## config.mk

```make
export PLATFORM = sky130hd
export DESIGN_NAME = jtag_ir_decode
export DESIGN_NICKNAME = d
export VERILOG_FILES = /design/src/rtl/jtag_ir_decode.sv
export SDC_FILE = /design/constraint.sdc
export NUM_CORES = 1
export LEC_CHECK = 0
export BUFFER_PORTS_ARGS = -buffer_cell sky130_fd_sc_hd__buf_2
export CAP_MARGIN = 20
export CORE_ASPECT_RATIO = 0.75
export CORE_UTILIZATION = 28
export DETAILED_ROUTE_END_ITERATION = 8
export HOLD_SLACK_MARGIN = 0.06
export PLACE_DENSITY = 0.5
export SLEW_MARGIN = 0
export SYNTH_ARGS = -nofsm -noshare
export SYNTH_HDL_FRONTEND = slang
export SYNTH_SLANG_ARGS = --single-unit
```

## constraint.sdc

```tcl
create_clock -name tck -period 1.5 [get_ports tck]
set_input_delay 0.075 -clock tck [delete_from_list [all_inputs] [get_ports tck]]
set_output_delay 0.075 -clock tck [all_outputs]
set_load 0.02 [all_outputs]
```

## src/rtl/jtag_ir_decode.sv

```systemverilog
module jtag_ir_decode #(
  parameter int IR_W = 4,
  parameter logic [IR_W-1:0] OP_EXTEST = 4'h0,
  parameter logic [IR_W-1:0] OP_SAMPLE = 4'h1,
  parameter logic [IR_W-1:0] OP_BYPASS = 4'hF,
  parameter logic [IR_W-1:0] IR_CAPTURE = 4'b0001
) (
  input  logic            tck,
  input  logic            trst_n,
  input  logic            tms,
  input  logic            tdi,
  input  logic            dr_tdo,
  output logic            tdo,
  output logic            tdo_oe,
  output logic [IR_W-1:0] instr,
  output logic            sel_bypass,
  output logic            sel_bscan,
  output logic            pad_override,
  output logic            sys_reset_req,
  output logic            dr_capture,
  output logic            dr_shift,
  output logic            dr_update
);

  typedef enum logic [3:0] {
    S_TLR, S_RTI, S_SEL_DR, S_CAP_DR, S_SH_DR, S_EX1_DR, S_PAU_DR, S_EX2_DR,
    S_UPD_DR, S_SEL_IR, S_CAP_IR, S_SH_IR, S_EX1_IR, S_PAU_IR, S_EX2_IR, S_UPD_IR
  } tap_t;

  tap_t state, nxt;
  logic [IR_W-1:0] ir_sh, ir_hold;
  logic byp, tdo_q, oe_q;

  always_comb begin
    unique case (state)
      S_TLR:    nxt = tms ? S_TLR    : S_RTI;
      S_RTI:    nxt = tms ? S_SEL_DR : S_RTI;
      S_SEL_DR: nxt = tms ? S_SEL_IR : S_CAP_DR;
      S_CAP_DR: nxt = tms ? S_EX1_DR : S_SH_DR;
      S_SH_DR:  nxt = tms ? S_EX1_DR : S_SH_DR;
      S_EX1_DR: nxt = tms ? S_UPD_DR : S_PAU_DR;
      S_PAU_DR: nxt = tms ? S_EX2_DR : S_PAU_DR;
      S_EX2_DR: nxt = tms ? S_UPD_DR : S_SH_DR;
      S_UPD_DR: nxt = tms ? S_SEL_DR : S_RTI;
      S_SEL_IR: nxt = tms ? S_TLR    : S_CAP_IR;
      S_CAP_IR: nxt = tms ? S_EX1_IR : S_SH_IR;
      S_SH_IR:  nxt = tms ? S_EX1_IR : S_SH_IR;
      S_EX1_IR: nxt = tms ? S_UPD_IR : S_PAU_IR;
      S_PAU_IR: nxt = tms ? S_EX2_IR : S_PAU_IR;
      S_EX2_IR: nxt = tms ? S_UPD_IR : S_SH_IR;
      default:  nxt = tms ? S_SEL_DR : S_RTI;
    endcase
  end

  always_ff @(posedge tck or negedge trst_n)
    if (!trst_n) state <= S_TLR;
    else         state <= nxt;

  always_ff @(posedge tck or negedge trst_n)
    if (!trst_n)                ir_sh <= IR_CAPTURE;
    else if (state == S_CAP_IR) ir_sh <= IR_CAPTURE;
    else if (state == S_SH_IR)  ir_sh <= {tdi, ir_sh[IR_W-1:1]};

  always_ff @(negedge tck or negedge trst_n)
    if (!trst_n)                ir_hold <= OP_BYPASS;
    else if (state == S_TLR)    ir_hold <= OP_BYPASS;
    else if (state == S_UPD_IR) ir_hold <= ir_sh;

  always_ff @(posedge tck or negedge trst_n)
    if (!trst_n)                byp <= 1'b0;
    else if (state == S_CAP_DR) byp <= 1'b0;
    else if (state == S_SH_DR)  byp <= tdi;

  assign instr         = ir_hold;
  assign sel_bscan     = (ir_hold == OP_EXTEST) || (ir_hold == OP_SAMPLE);
  assign sel_bypass    = !sel_bscan;
  assign pad_override  = (ir_hold == OP_EXTEST);
  assign sys_reset_req = pad_override;
  assign dr_capture    = (state == S_CAP_DR);
  assign dr_shift      = (state == S_SH_DR);
  assign dr_update     = (state == S_UPD_DR);

  always_ff @(negedge tck or negedge trst_n)
    if (!trst_n) begin
      tdo_q <= 1'b0;
      oe_q  <= 1'b0;
    end else begin
      oe_q <= (state == S_SH_IR) || (state == S_SH_DR);
      if (state == S_SH_IR)      tdo_q <= ir_sh[0];
      else if (state == S_SH_DR) tdo_q <= sel_bscan ? dr_tdo : byp;
    end

  assign tdo    = tdo_q;
  assign tdo_oe = oe_q;


  tlr_bypass_chk: assert property (@(posedge tck) disable iff (!trst_n)
    (state == S_TLR && $past(state) == S_TLR) |-> ir_hold == OP_BYPASS);


  hold_only_update_chk: assert property (@(posedge tck) disable iff (!trst_n)
    (state != S_UPD_IR && state != S_TLR) |-> $stable(ir_hold));


  ir_capture_chk: assert property (@(posedge tck) disable iff (!trst_n)
    (state == S_CAP_IR) |=> ir_sh == IR_CAPTURE);


  oe_shift_chk: assert property (@(posedge tck) disable iff (!trst_n)
    tdo_oe == (state == S_SH_IR || state == S_SH_DR));


  bypass_delay_chk: assert property (@(posedge tck) disable iff (!trst_n)
    (state == S_SH_DR) |=> byp == $past(tdi));


  extest_ctl_chk: assert property (@(posedge tck) disable iff (!trst_n)
    pad_override |-> (sel_bscan && !sel_bypass && sys_reset_req));

endmodule

```

==> results_dict.tcl, run 1 <==
set metrics [dict create \
    status "finished, violations left" \
    violations "negative setup slack" \
    die-area_sq_um 3340 \
    critPathLaunchType "flip-flop" \
    drtAntennaViolNets 0 \
    drc 0 \
    syn_inst 100 \
    vias 880 \
    synth_nets 105 \
    yosysWarnings 0 \
    hp-class "input port to flip-flop" \
    syn2layout_area_growth_pct 55.5 \
    clk_latency_ps 330 \
    grt_pass1_wl_um 3400 \
    max_slew_margin_pct 77.7 \
    r2r.worst_path.cells 3 \
    critPathMaxFanout 3 \
    initial_core_util_pct 29.5 \
    grt_overflow_total 0 \
    ys_top_cells_by_area "dfrtp_1, dfstp_2, o21ai_0" \
    root_buffer "clkbuf_8" \
    track_usage_pct 13.5 \
    path_class "flip-flop to output port" \
    holdWs_ps 104 \
    tightest_slew_ps 335 \
    vias_per_cell 4.78 \
    ys.flop_type "dfrtp_1" \
    rsz0062_at_grt "true" \
    grt_max_degree 16 \
    drv_slew 0 \
    numCtsBuffers 3 \
    timing.final.hold_violations 0 \
    ios 18 \
    fin_skew_ps 71.8 \
    regArea_sq_um 382 \
    synth_edf_count 0 \
    finalNetCount 152 \
    antenna_found_initial 0 \
    numClockSinks 15 \
    ys_seq_area_share_pct 43.8 \
    finalPower_mw 2.62 \
    synth.most_common_cell "nand2_1" \
    synth.distinct_cells 33 \
    fin_util_pct 45.9 \
    port_buffers 17 \
    gp_congestion 0.777 \
    setup_violations 17 \
    fin_ws_ps -510 \
    firstDrtPassIters 4 \
    h-tree-depth 1 \
    grt_pass1_vias 740 \
    drive_above_1_share_pct 44.5 \
    drt_iter0_markers 32 \
    power_leakage_nw 0.633 \
    core_area_sq_um 2960 \
    yosys_register_bits 15 \
    place_worst_setup_slack_ps -408 \
    power.density_nw_per_um2 1930 \
    clk_pin_slew_worst_paths_ps 70 \
    critical_path_required_ps 1420 \
    cts_tree "built" \
    dieWidth_um 66.4 \
    place_hpwl_um 1570 \
    yosysTopAreaCellShare_pct 23.0 \
    die_y_um 50.3 \
    drt-total-wl_um 2160 \
    synth_area_per_cell_sq_um 8.72 \
    hold_depth 3 \
    ys_async_sr_fraction_pct 100 \
    ir_worst_vdd_mv 0.681 \
    drt-wirelength-per-cell_um 11.7 \
    syn_area_sq_um 872 \
    fill_cells 289 \
    num_antenna_cells 0 \
    worstSetupEndpointType "output port" \
    multiInputGateArea_sq_um 468 \
    yosys.area.top_type "dfrtp_1" \
    critPathArrivalTime_ps 1930 \
    fp-row-count 17 \
    drv_cap 0 \
    synth.top_cells.by_count "nand2_1, o21ai_0, dfrtp_1" \
    cts.path.max_buffers 2 \
]
state kept, by name, summed over array words and instances (netlist names):
| register | cells |
|---|---|
| state | 4 |
| instr | 4 |
| ir_sh | 4 |
| tdo | 1 |
| tdo_oe | 1 |
| byp | 1 |
cell families after synthesis:
logic type             after synthesis  share of synthesized area [%]
and+or+nand+nor                     41                           26.1
muxes                                2                           2.30
AOI/OAI and AO/OA                   30                           21.1
buffers and inverters               12                           6.74
DFF                                 15                           43.8
power by group:
| group | total, mW | internal [mW] | switching, mW | leakage, nW |
|---|---|---|---|---|
| Clock | 0.379 | 0.201 | 0.178 | 0.0430 |
| Combinational | 1.47 | 0.770 | 0.702 | 0.408 |
| Sequential | 0.765 | 0.593 | 0.172 | 0.182 |
routing by layer:
layer	GRT usage, %	wire length, um
met5	0	0
met4	1.06	0
met3	4.77	95
met2	20.2	951
met1	19.5	1110
worst max-delay path: stages (launching register included):
cell and delay [ps]:
dfstp_2 570, nor3_4 50, inv_2 80, buf_2 170
layout make-up:
| type | count | share of cell area (%) |
|---|---|---|
| Sequential cell | 15 | 28.1 |
| Inverter | 3 | 1.01 |
| Multi-Input combinational cell | 73 | 34.5 |
| Clock inverter | 5 | 1.66 |
| Tap cell | 38 | 3.51 |
| Clock buffer | 3 | 3.04 |
| Timing Repair Buffer | 47 | 28.1 |
final timing paths:
path | from | endpoint | slack, ps
worst min-delay path | tdi | ir_sh[3] | 100
worst max-delay path | instr[1] | sel_bypass | -510
worst min register to register | ir_sh[0] | ir_sh[0] | 500
worst max register to register | state[0] | tdo | -410
min in group asynchronous | trst_n | state[3] | 250
max in group asynchronous | trst_n | instr[0] | 250
cells in the final DEF (no fill, tap or decap), types with 2 or more instances in the layout:
cell type and instances:
mux2i_1 2, a21oi_1 5, nor4b_1 2, o211ai_1 2
nand2_1 16, o21ai_0 9, nor2b_1 7, buf_4 24
o21ai_1 3, a22oi_1 4, dfrtp_1 8, dfrtn_1 2
buf_6 13, nand2b_1 2, nor3_1 3, dfstp_2 5
inv_1 5, clkbuf_8 3, nor3_4 2, buf_2 9
per-stage QoR:
step,std cells,setup TNS (ps),instance area [sq um]
6_report,184,-6020,1360
3_3_place_gp,169,-2960,1150
2_1_floorplan,100,-2840,923
5_1_grt,184,-6880,1360
3_5_place_dp,169,-3190,1150
4_1_cts,179,-6040,1300
what timing repair did:
action,4_1_cts,5_1_grt
hold endpoints to repair,9,0
pin swaps,1,1
buffers inserted,2,5
hold buffers,1,0
resized for setup,20,5
cloned,0,0
setup endpoints to repair,18,19
Note: power is estimated with default switching activity, not from simulation.
==> run 2: changes to the inputs <==
- CTS_BUF_LIST: default -> sky130_fd_sc_hd__clkbuf_16
- CTS_CLUSTER_SIZE: default -> 25
==> run 2 against run 1 <==
The flow still finishes with violations (negative setup slack); global-route usage is 0.63 points higher; die area did not move; non-clock buffer count grew 1; core utilization is 2.5 points higher; clock skew rose by 13 ps; clock power grew 50%; first-iteration DRC count fell by 22%; sequential power is 2% higher; hold slack better by 2.4 ps; count of clock-buffer cells in the layout stayed put; critical path type unchanged; critical endpoint is now pad_override.
==> results_dict.tcl, run 2 (synthesized netlist as in run 1, its figures left out) <==
set metrics [dict create \
    final_cell_mix "buf_4, nand2_1, buf_6, buf_2, o21ai_0" \
    path_class "flip-flop to output port" \
    critPathMaxFanout 3 \
    crit_family "flip-flops" \
    drt-total-wl_um 2180 \
    r2r_end "tdo" \
    grt_pass1_vias 747 \
    fp-row-count 17 \
    critPathArrivalTime_ps 1950 \
    max_slew_margin_pct 77.3 \
    cts.path.max_buffers 2 \
    cpPeakStageDelay_ps 380 \
    grt_overflow_total 0 \
    tightest_slew_ps 340 \
    h-tree-depth 1 \
    root_buffer "clkbuf_16" \
    status "finished, violations left" \
    num_antenna_cells 0 \
    cp-endpoint "pad_override" \
    finalNetCount 153 \
    initial_core_util_pct 29.5 \
    numCtsBuffers 3 \
    finalNonFillerCells 185 \
    core_area_sq_um 2960 \
    hp-class "input port to flip-flop" \
    power.density_nw_per_um2 2020 \
    die-area_sq_um 3340 \
    firstDrtPassIters 4 \
    critPathLaunchType "flip-flop" \
    worstSetupEndpointType "output port" \
    r2r-start "state[0]" \
    drtAntennaViolNets 0 \
    grt_max_degree 16 \
    place_hpwl_um 1570 \
    fin_skew_ps 84.5 \
    critPathSlowestCell "dfstp_2" \
    drive_above_1_share_pct 49.7 \
    rsz0062_at_grt "true" \
    numClockSinks 15 \
    setup_violations 18 \
    cts_tree "built" \
    timing.final.hold_violations 0 \
    r2r_slack_ps -390 \
    critical_path_required_ps 1420 \
    fin_ws_ps -524 \
    die_y_um 50.3 \
    drc 0 \
    gp_congestion 0.777 \
    fin_util_pct 48.4 \
    power_leakage_nw 0.655 \
    dieWidth_um 66.4 \
    violations "negative setup slack" \
    track_usage_pct 14.2 \
    drv_cap 0 \
    port_buffers 17 \
    holdWs_ps 107 \
    drt_iter0_markers 25 \
    clk_latency_ps 330 \
    antenna_found_initial 0 \
    path_cells "nor3_4 -> inv_2 -> nor2_4 -> buf_6" \
    vias_per_cell 4.82 \
    vias 892 \
    dp_cells 169 \
    crit_start "instr[3]" \
    ios 18 \
    cp_num_buf_inv 2 \
    ir_worst_vdd_mv 0.806 \
    r2r.worst_path.cells 3 \
    syn2layout_area_growth_pct 64.1 \
    cp.depth 4 \
    drv_slew 0 \
    layout_commonest_cell "buf_4" \
    drt-wirelength-per-cell_um 11.8 \
    worstHoldStart "tdi" \
    clk_pin_slew_worst_paths_ps 50 \
    grt_pass1_wl_um 3460 \
]
-- run 2: changes by cell type in the layout (fill, tap and decap cells not counted), moves of 3 or more --
cell       delta
a22oi_1       -3
a22oi_2       +3
clkbuf_16     +3
clkbuf_8      -3
-- run 2: repair_timing --
action                                  CTS  global route
pin swaps                                 1             3
endpoints found under the setup margin   18            19
gates resized for setup                  20            15
hold endpoints to repair                  9             0
setup buffers                             2             6
hold buffers                              1             0
-- run 2: per-layer routing --
layer | GRT usage (%) | routed length (um) | vias to the layer above
met1 | 19.5 | 1070 | 415
li1 | - | - | 454
met3 | 5.45 | 147 | 2
met2 | 20.4 | 950 | 21
met5 | 0 | 0 | -
met4 | 4.26 | 11 | 0
-- run 2: worst min path at each step --
| stage | to | slack, ps | cells after the start |
|---|---|---|---|
| floorplan | byp | -220 | 0 |
| CTS | byp | 110 | 3 |
| global placement | byp | -0.9 | 1 |
| global route | byp | 110 | 3 |
| finish | byp | 110 | 3 |
| detailed placement | byp | 1 | 1 |
-- run 2: worst reg2reg max path, delay by kind of cell (launching register included) --
family	cells	cell delay [ps]
AOI/OAI and AO/OA	2	210
DFF	1	440
and+or+nand+nor	1	350
-- run 2: through the flow --
step	area, sq um	TNS, ps	setup slack (ps)	power, mW
floorplan	923	-2840	-544	1.61
global placement	1150	-2960	-392	2.03
detailed placement	1150	-3190	-408	2.05
CTS	1330	-5950	-546	2.74
global route	1430	-6560	-588	3.10
finish	1430	-5850	-524	2.89
-- run 2: final cells by class --
cell class	instances	area (sq um)
Inverter	3	13.8
Tap cell	38	47.5
Clock buffer	3	75.1
Multi-Input combinational cell	73	492
Clock inverter	5	22.5
Sequential cell	15	384
Timing Repair Buffer	48	397
Fill cell	279	1530
-- run 2: report_power, final --
part | switching (mW) | internal (mW)
Combinational | 0.722 | 0.811
Sequential | 0.183 | 0.599
Clock | 0.197 | 0.373
==> run 3: changes to the inputs <==
- ABC_AREA: default -> 1
==> run 3 against run 2 <==
The flow still finishes with violations (negative setup slack); global-route usage grew 2.3 points; area after synthesis shrank 0.57%; clock skew shrank 6.7 ps; critical path depth is the same; final area grew 4.8%; sequential power shrank 3.7%; hold slack gained 41 ps; clock power grew 16%; sequential share of layout area shrank 1.4 points; die area shrank 0.56%; register-to-register slack is essentially flat; sequential cell count is the same.
==> results_dict.tcl, run 3 <==
set metrics [dict create \
    syn_area_sq_um 867 \
    critPathLaunchType "flip-flop" \
    power_leakage_nw 0.801 \
    hold_depth 3 \
    finalPower_mw 2.90 \
    firstDrtPassIters 6 \
    vias 977 \
    fp-row-count 17 \
    regArea_sq_um 382 \
    fin_skew_ps 77.8 \
    ys_async_sr_fraction_pct 100 \
    drv_slew 0 \
    synth_edf_count 0 \
    critPathSlowestCell "dfstp_2" \
    grt_use_met2_pct 26.0 \
    ys_seq_area_share_pct 44.0 \
    grt_pass1_vias 905 \
    synth.distinct_cells 22 \
    synth_area_per_cell_sq_um 7.17 \
    die_y_um 50.2 \
    finalNetCount 180 \
    drc 0 \
    r2r-start "state[1]" \
    initial_core_util_pct 29.5 \
    power_frac_seq_pct 26.0 \
    syn_inst 121 \
    critical_path_required_ps 1420 \
    timing.final.hold_violations 0 \
    grt_max_degree 12 \
    drive_above_1_share_pct 44.3 \
    track_usage_pct 16.5 \
    die-area_sq_um 3330 \
    critPathArrivalTime_ps 1940 \
    hp-class "input port to flip-flop" \
    drt-total-wl_um 2430 \
    rsz0062_at_grt "true" \
    grt_pass1_wl_um 4070 \
    design_area_sq_um 1500 \
    drt-wirelength-per-cell_um 11.5 \
    num_antenna_cells 0 \
    cts_tree "built" \
    r2r.worst_path.cells 6 \
    combinationalPowerShare_pct 51.2 \
    path_class "flip-flop to output port" \
    finalNonFillerCells 212 \
    critPathMaxFanout 4 \
    ys.flop_type "dfrtp_1" \
    gp_congestion 0.855 \
    dp_cells 192 \
    r2r_slack_ps -380 \
    dieWidth_um 66.3 \
    grt_overflow_total 0 \
    setup_tns_ps -5130 \
    crit_start "instr[1]" \
    core_area_sq_um 2940 \
    drv_cap 0 \
    place_hpwl_um 1740 \
    numClockSinks 15 \
    layout_commonest_cell "buf_4" \
    yosys_register_bits 15 \
    synth.most_common_cell "nand2_1" \
    synth.top_cells.by_count "nand2_1, inv_1, nand3_1" \
    h-tree-depth 1 \
    cp.depth 4 \
    status "finished, violations left" \
    ios 18 \
    swShare_pct 38.9 \
    grt_use_met1_pct 22.4 \
    fill_cells 277 \
    fin_ws_ps -512 \
    yosysWarnings 0 \
    syn2layout_area_growth_pct 73.0 \
    yosys.area.top_type "dfrtp_1" \
    cpPeakStageDelay_ps 520 \
    drtAntennaViolNets 0 \
    multiInputGateArea_sq_um 473 \
    final_cell_mix "buf_4, nand2_1, inv_1, nand3_1, buf_6" \
    power.density_nw_per_um2 1930 \
    ir_worst_vdd_mv 0.906 \
    synth_nets 126 \
    drt_iter0_markers 38 \
    ys_top_cells_by_area "dfrtp_1, dfstp_2, nand2_1" \
    fin_util_pct 51.1 \
    crit_family "flip-flops" \
    power_switching_mw 1.13 \
    clk_pin_slew_worst_paths_ps 50 \
    grt.busiest_layer "met2" \
    port_buffers 17 \
    dpl-instance-area_sq_um 1150 \
    cts.path.max_buffers 2 \
    p_clk_share_pct 22.8 \
    setup_violations 17 \
    cp_num_buf_inv 2 \
    clk_latency_ps 320 \
    r2r_end "tdo" \
    worstSetupEndpointType "output port" \
    yosysTopAreaCellShare_pct 23.1 \
    cp-endpoint "pad_override" \
    path_cells "inv_2 -> nand3_4 -> nor2_4 -> buf_6" \
    antenna_found_initial 0 \
    violations "negative setup slack" \
    internal-power_mw 1.77 \
    vias_per_cell 4.61 \
    root_buffer "clkbuf_16" \
    max_slew_margin_pct 83.2 \
    tightest_slew_ps 253 \
    grtUsageMet3_pct 4.32 \
    numCtsBuffers 3 \
]
run 3: metal layers:
metal  up-vias  wire length (um)
met4         0                14
li1        497                 -
met3         4               115
met1       443              1130
met5         -                 0
met2        33              1170
run 3: logic make-up after synthesis:
group           count (synthesis)  share of synthesized area, %
compound gates                 12                          8.51
simple gates                   69                          35.6
flops                          15                          44.0
buf+inv                        25                          11.8
run 3: worst min-delay path by stage:
stage | startpoint | to | slack [ps]
6_report | tms | state[1] | 150
5_1_grt | tms | state[1] | 180
4_1_cts | tms | state[1] | 140
3_5_place_dp | trst_n | state[1] | -40
3_3_place_gp | trst_n | state[0] | -40
2_1_floorplan | trst_n | byp | -220
run 3: per-stage QoR:
stage | hold WS, ps | worst slack [ps]
6_report | 148 | -512
5_1_grt | 183 | -559
4_1_cts | 142 | -515
3_5_place_dp | -40.5 | -362
3_3_place_gp | -43.9 | -335
2_1_floorplan | -221 | -389
run 3: layout make-up:
cell class / instances / area share (%)
Multi-Input combinational cell: 81 / 31.5
Timing Repair Buffer: 49 / 26.6
Sequential cell: 15 / 25.4
Clock buffer: 4 / 6.67
Inverter: 21 / 5.59
Tap cell: 38 / 3.17
Clock inverter: 4 / 1.00
run 3: power by group through the flow:
stage	registers [mW]	clock network [mW]	logic [mW]
after global placement	0.737	0.0207	1.16
final	0.754	0.661	1.48
after global routing	0.774	0.698	1.63
after detailed placement	0.736	0.0207	1.14
after CTS	0.755	0.678	1.42
after floorplan	0.774	0.0207	0.673
run 3: repair_timing:
action,CTS,global route
cloned,0,0
setup endpoints to repair,19,22
pin swaps,7,2
hold buffers,2,0
gates resized for setup,30,6
buffers inserted,10,1
hold endpoints to repair,9,0
run 3: worst reg2reg max path, stage by stage (launching register included):
cell,delay [ps]
dfrtp_1,450
nand2_4,100
inv_4,80
nand2_4,60
or2_0,190
nand3_1,70
nand2_1,50
